--- src/rtl/rail_seq_pkg.sv ---
package rail_seq_pkg;

  typedef enum logic [2:0] {
    SQ_IDLE     = 3'd0,
    SQ_LOCK     = 3'd1,
    SQ_RAMP_UP  = 3'd2,
    SQ_SETTLE   = 3'd3,
    SQ_ON       = 3'd4,
    SQ_RAMP_DN  = 3'd5
  } seq_state_e;

  // An interval has elapsed once the running count has reached its limit.
  function automatic logic interval_done(input logic [63:0] count,
                                         input logic [63:0] limit);
    return count >= limit;
  endfunction

  // Saturating-free step: the caller clears on expiry, so no wrap occurs.
  function automatic logic [63:0] step_count(input logic [63:0] count,
                                             input logic        run,
                                             input logic        expired);
    if (!run || expired) return 64'd0;
    return count + 64'd1;
  endfunction

endpackage

--- src/rtl/rail_seq_timer.sv ---
module rail_seq_timer
  import rail_seq_pkg::*;
#(
  parameter int LIMIT = 16
) (
  input  logic clk,
  input  logic rst_n,
  input  logic run,
  output logic done
);
  localparam int W = (LIMIT < 2) ? 1 : $clog2(LIMIT + 1);

  logic [W-1:0]  cnt_q;
  logic [63:0]   cnt_next;

  assign done     = run && interval_done(64'(cnt_q), 64'(LIMIT - 1));
  assign cnt_next = step_count(64'(cnt_q), run, done);

  always_ff @(posedge clk or negedge rst_n) begin
    if (!rst_n) cnt_q <= '0;
    else        cnt_q <= cnt_next[W-1:0];
  end
endmodule

--- src/rtl/rail_seq_chan.sv ---
module rail_seq_chan
  import rail_seq_pkg::*;
#(
  parameter int CNT_W = 32
) (
  input  logic             clk,
  input  logic             rst_n,
  input  logic             on_run,
  input  logic             off_run,
  input  logic [CNT_W-1:0] on_limit,
  input  logic [CNT_W-1:0] off_limit,
  output logic             on_fire,
  output logic             off_fire
);
  logic [CNT_W-1:0] on_cnt_q, off_cnt_q;
  logic [63:0]      on_next, off_next;

  assign on_fire  = on_run  && interval_done(64'(on_cnt_q),  64'(on_limit));
  assign off_fire = off_run && interval_done(64'(off_cnt_q), 64'(off_limit));
  assign on_next  = step_count(64'(on_cnt_q),  on_run,  on_fire);
  assign off_next = step_count(64'(off_cnt_q), off_run, off_fire);

  always_ff @(posedge clk or negedge rst_n) begin
    if (!rst_n) begin
      on_cnt_q  <= '0;
      off_cnt_q <= '0;
    end else begin
      on_cnt_q  <= on_next[CNT_W-1:0];
      off_cnt_q <= off_next[CNT_W-1:0];
    end
  end
endmodule

--- src/rtl/rail_sequencer.sv ---
module rail_sequencer
  import rail_seq_pkg::*;
#(
  parameter int NCH          = 4,
  parameter int CNT_W        = 32,
  parameter int LOCK_TICKS   = 1000000,
  parameter int SETTLE_TICKS = 16000000
) (
  input  logic                 clk,
  input  logic                 rst_n,
  input  logic                 en_n,
  input  logic [NCH-1:0]       uv_ok,
  input  logic [NCH-1:0]       rail_up,
  input  logic [NCH*CNT_W-1:0] on_dly,
  input  logic [NCH*CNT_W-1:0] off_dly,
  output logic [NCH-1:0]       rail_en,
  output logic                 hold_rst_n,
  output logic [2:0]           seq_state
);
  seq_state_e     state_q, state_d;
  logic [NCH-1:0] rail_en_d;

  // Named internal events, also observed by the bound checker.
  logic           all_uv_good;
  logic           fault_evt;
  logic           start_ok;
  logic           disable_evt;
  logic           all_up_evt;
  logic           lock_done;
  logic           settle_done;
  logic [NCH-1:0] on_fire, off_fire;
  logic [NCH-1:0] on_run, off_run;

  assign all_uv_good = &uv_ok;
  assign fault_evt   = !all_uv_good;
  assign start_ok    = !en_n && all_uv_good;
  assign disable_evt = en_n && all_uv_good;
  assign all_up_evt  = (&rail_en) && (&rail_up);

  rail_seq_timer #(.LIMIT(LOCK_TICKS)) u_lock_tmr (
    .clk   (clk),
    .rst_n (rst_n),
    .run   ((state_q == SQ_LOCK) && start_ok),
    .done  (lock_done)
  );

  rail_seq_timer #(.LIMIT(SETTLE_TICKS)) u_settle_tmr (
    .clk   (clk),
    .rst_n (rst_n),
    .run   ((state_q == SQ_SETTLE) && start_ok),
    .done  (settle_done)
  );

  for (genvar i = 0; i < NCH; i++) begin : g_chan
    assign on_run[i]  = (state_q == SQ_RAMP_UP) && !rail_en[i];
    assign off_run[i] = (state_q == SQ_RAMP_DN) && rail_en[i];

    rail_seq_chan #(.CNT_W(CNT_W)) u_chan (
      .clk       (clk),
      .rst_n     (rst_n),
      .on_run    (on_run[i]),
      .off_run   (off_run[i]),
      .on_limit  (on_dly[i*CNT_W +: CNT_W]),
      .off_limit (off_dly[i*CNT_W +: CNT_W]),
      .on_fire   (on_fire[i]),
      .off_fire  (off_fire[i])
    );
  end

  // Rail enable update: fault clears all, otherwise only the active ramp edits.
  always_comb begin
    rail_en_d = rail_en;
    if (fault_evt)
      rail_en_d = '0;
    else if (state_q == SQ_RAMP_UP && !en_n)
      rail_en_d = rail_en | on_fire;
    else if (state_q == SQ_RAMP_DN && en_n)
      rail_en_d = rail_en & ~off_fire;
  end

  always_comb begin
    state_d = state_q;
    if (fault_evt && state_q != SQ_IDLE) begin
      state_d = SQ_IDLE;
    end else begin
      unique case (state_q)
        SQ_IDLE:    if (start_ok) state_d = SQ_LOCK;
        SQ_LOCK: begin
          if (en_n)           state_d = (|rail_en) ? SQ_RAMP_DN : SQ_IDLE;
          else if (lock_done) state_d = SQ_RAMP_UP;
        end
        SQ_RAMP_UP: begin
          if (disable_evt)     state_d = SQ_RAMP_DN;
          else if (all_up_evt) state_d = SQ_SETTLE;
        end
        SQ_SETTLE: begin
          if (disable_evt)      state_d = SQ_RAMP_DN;
          else if (settle_done) state_d = SQ_ON;
        end
        SQ_ON:      if (disable_evt) state_d = SQ_RAMP_DN;
        SQ_RAMP_DN: begin
          if (start_ok)         state_d = SQ_LOCK;
          else if (rail_en == '0) state_d = SQ_IDLE;
        end
        default:    state_d = SQ_IDLE;
      endcase
    end
  end

  always_ff @(posedge clk or negedge rst_n) begin
    if (!rst_n) begin
      state_q <= SQ_IDLE;
      rail_en <= '0;
    end else begin
      state_q <= state_d;
      rail_en <= rail_en_d;
    end
  end

  assign hold_rst_n = (state_q == SQ_ON);
  assign seq_state  = state_q;

endmodule

--- config.mk ---
export PLATFORM = sky130hd
export DESIGN_NAME = rail_sequencer
export DESIGN_NICKNAME = d
export VERILOG_FILES = /design/src/rtl/rail_seq_pkg.sv /design/src/rtl/rail_seq_timer.sv /design/src/rtl/rail_seq_chan.sv /design/src/rtl/rail_sequencer.sv
export SDC_FILE = /design/constraint.sdc
export NUM_CORES = 1
export LEC_CHECK = 0
export ABC_CLOCK_PERIOD_IN_PS = 3600
export BUFFER_PORTS_ARGS = -buffer_cell sky130_fd_sc_hd__buf_2
export CORE_ASPECT_RATIO = 0.7
export CORE_MARGIN = 5
export CORE_UTILIZATION = 40
export DETAILED_ROUTE_END_ITERATION = 7
export PLACE_DENSITY_LB_ADDON = 0.05
export SLEW_MARGIN = 20
export SYNTH_ARGS = -nofsm -noshare
export SYNTH_HDL_FRONTEND = slang
export SYNTH_SLANG_ARGS = --single-unit
--- constraint.sdc ---
create_clock -name clk -period 3.6 [get_ports clk]
set_input_delay 0.54 -clock clk [delete_from_list [all_inputs] [get_ports clk]]
set_output_delay 0.54 -clock clk [all_outputs]
set_load 0.01 [all_outputs]
==> reports/results.tsv <==
metric	value	unit
dp_hpwl	40000	um
critPathMaxFanout	32	
diodes	0	
syn_to_final_growth	17.0	%
vias	17000	
grt_use_met2	0.289	
setup_violations	0	
vias_per_cell	5.02	
worst_pin_slew	1030	ps
io_pins	275	
rows	70	
post-route-min-period	3330	ps
finalSetupTns	0	ps
wl_per_cell	15.3	um
syn_area_per_cell	8.80	sq um
slew_violations	0	
fin_worst_skew	15.3	ps
critPathArrivalTime	3780	ps
io_buffers	274	
worst-r2r-cell-count	9	
syn_area	0.0209	sq mm
p_leak	12.1	nW
synth_nets	2913	
post_cts_buffers	0	
finalPower	0.00789	W
status	finished, violations left	
peakVddDrop	0.000311	V
holdBufCountCts	0	
antenna_found_initial	1	
first_iter_violations	790	
first_pass_iters	5	
clk_latency	530	ps
numClockSinks	307	
seq_area_frac_synth	0.367	
worstSetupPathType	reg2reg	
use_met3	0.0313	
synth-main-ff-cell	dfrtp_1	
async_flop_share	1.00	
nFillCells	5067	
r2r-start	g_chan[1].u_chan.on_cnt_q[5]	
rsz0062_at_grt	no	
drt-total-wl	51900	um
cp-start-kind	flip-flop	
hold_viol	2	
rrSetupSlack	270	ps
die_h	201	um
synth_cells	2380	
ys_ff_latch	307	
top_usage_layer	met2	
gr-usage-met1	0.257	
worstHoldPathType	in2async	
ys_types	61	
slew-limit-headroom	0.306	
yosysWarnings	0	
htreeDepth	2	
max_clock_freq	0.301	GHz
post_cts_resized	0	
finalCritPeriodShare	0.924	
die_x	284	um
cts_buffers	37	
grt_pass1_wl	86300	um
startpoint	g_chan[1].u_chan.on_cnt_q[5]	
cts.clk_slew.worst_paths	60	ps
layout.nets	3214	
grt_usage	0.179	
start_util	0.403	
worstPathRequired	4060	ps
drive_above_1_share	0.148	
p_per_area	322	mW/mm^2
maxCapViolCount	0	
grt_pass1_vias	17300	
cts_tree	done	
end_kind	flip-flop	
coreArea	0.0520	sq mm
die_area	0.0571	sq mm
clock_path_buffers	3	
grt_max_degree	80	
drc	0	
postRouteAntennaNets	0	
clockRootBuffer	clkbuf_16	
gp_congestion	0.807	
grt_remaining_overflow	0	
synth_edf_count	0	
hold_slack	-2.91	ps
violations	hold timing	
regToRegEndpoint	g_chan[1].u_chan.on_cnt_q[17]	
[final cells by class]
| class | count | area [sq um] | share of cell area |
|---|---|---|---|
| multi-input cells | 1748 | 12000 | 0.490 |
| repair buffers | 300 | 1660 | 0.0679 |
| flip-flops and latches | 307 | 7680 | 0.313 |
| clock inverters | 15 | 134 | 0.00546 |
| well taps | 684 | 856 | 0.0349 |
| inverters | 287 | 1080 | 0.0439 |
| clock buffers | 51 | 1100 | 0.0449 |
[cell usage in the layout, fill, tap and decap left out, types with 8 or more instances in the layout]
master / n
nor4_1: 15
ha_1: 266
nor2_2: 9
o21ai_0: 61
buf_4: 19
clkbuf_8: 8
nand3_1: 147
buf_2: 273
nand4_1: 81
nand2b_1: 11
and3_1: 63
dfrtp_1: 307
and4_1: 26
xor2_1: 174
o21a_1: 8
nor2b_1: 14
nor2_4: 21
a21o_1: 25
clkbuf_16: 39
xnor2_1: 101
a211oi_1: 14
a21oi_1: 81
nor2_1: 356
clkinv_2: 10
nand2_1: 146
nor3_1: 40
inv_1: 287
[metrics by stage]
step / instances / util / worst slack (ps) / hold slack, ps / instance area, sq um
6_report: 3392 / 0.471 / 273 / -2.91 / 24500
4_1_cts: 3392 / 0.471 / 235 / 28.9 / 24500
2_1_floorplan: 2380 / - / 529 / 244 / 20900
3_3_place_gp: 3326 / 0.447 / 53.8 / 476 / 23300
5_1_grt: 3392 / 0.471 / 153 / 49.0 / 24500
3_5_place_dp: 3326 / 0.447 / 30.6 / 480 / 23300
[metal layers]
layer / wire length, um / part of all wire
met1: 25900 / 0.50
met2: 23100 / 0.45
met3: 2090 / 0.040
met4: 699 / 0.013
met5: 13 / 0.00025
[registers in the layout (all words and copies together), names as in the netlist]
register,flops
g_chan.u_chan.off_cnt_q,128
g_chan.u_chan.on_cnt_q,128
rail_en,4
seq_state,3
u_lock_tmr.cnt_q,20
u_settle_tmr.cnt_q,24
[critical path, stage by stage (launching register included)]
cell,delay [ps]
dfrtp_1,440
ha_1,340
a21o_1,170
a2111oi_0,390
o21ai_1,130
a2111o_1,460
a221o_1,340
or4_2,580
buf_12,240
nor2b_1,140
[cells in the mapped netlist (8+ instances only)]
cell type    n  area share
nor2_1     356       0.064
dfrtp_1    307        0.37
inv_1      287       0.051
ha_1       266        0.16
xor2_1     174       0.073
nand3_1    147       0.035
nand2_1    146       0.026
xnor2_1    101       0.042
a21oi_1     81       0.019
nand4_1     81       0.024
and3_1      63       0.019
o21ai_0     61       0.015
nor3_1      41      0.0098
clkbuf_1    33      0.0059
and4_1      26       0.011
a21o_1      25      0.0090
nor2_4      21       0.011
nor4_1      15      0.0045
a211oi_1    14      0.0050
nor2b_1     14      0.0042
nand2b_1    11      0.0033
nor2_2       9      0.0027
o21a_1       8      0.0029
[power breakdown]
group / leakage [nW] / internal, W / total [W] / switching, W
Combinational: 7.19 / 0.000253 / 0.000593 / 0.000340
Sequential: 4.29 / 0.00346 / 0.00349 / 0.0000344
Clock: 0.615 / 0.00228 / 0.00381 / 0.00152
Total: 12.1 / 0.00600 / 0.00789 / 0.00190
[how the worst max path moves through the flow]
stage,slack [ps],to,cells after the start
after floorplan,530,g_chan[1].u_chan.on_cnt_q[19],11
after global placement,50,g_chan[1].u_chan.on_cnt_q[17],11
after detailed placement,30,g_chan[1].u_chan.on_cnt_q[17],11
after CTS,230,g_chan[1].u_chan.on_cnt_q[17],9
after global routing,150,g_chan[1].u_chan.on_cnt_q[17],9
final,270,g_chan[1].u_chan.on_cnt_q[17],9
[logic make-up after synthesis]
group                    Yosys count  share of synthesized area
buffers and inverters            325                     0.0607
multiplexers                       1                   0.000538
XOR/XNOR                         275                      0.115
adder cells (fa/ha/maj)          266                      0.159
AND/OR/NAND/NOR                  963                      0.226
flip-flops                       307                      0.367
AO/OA/AOI/OAI                    243                     0.0723
Power figures use the tool's default switching activity.
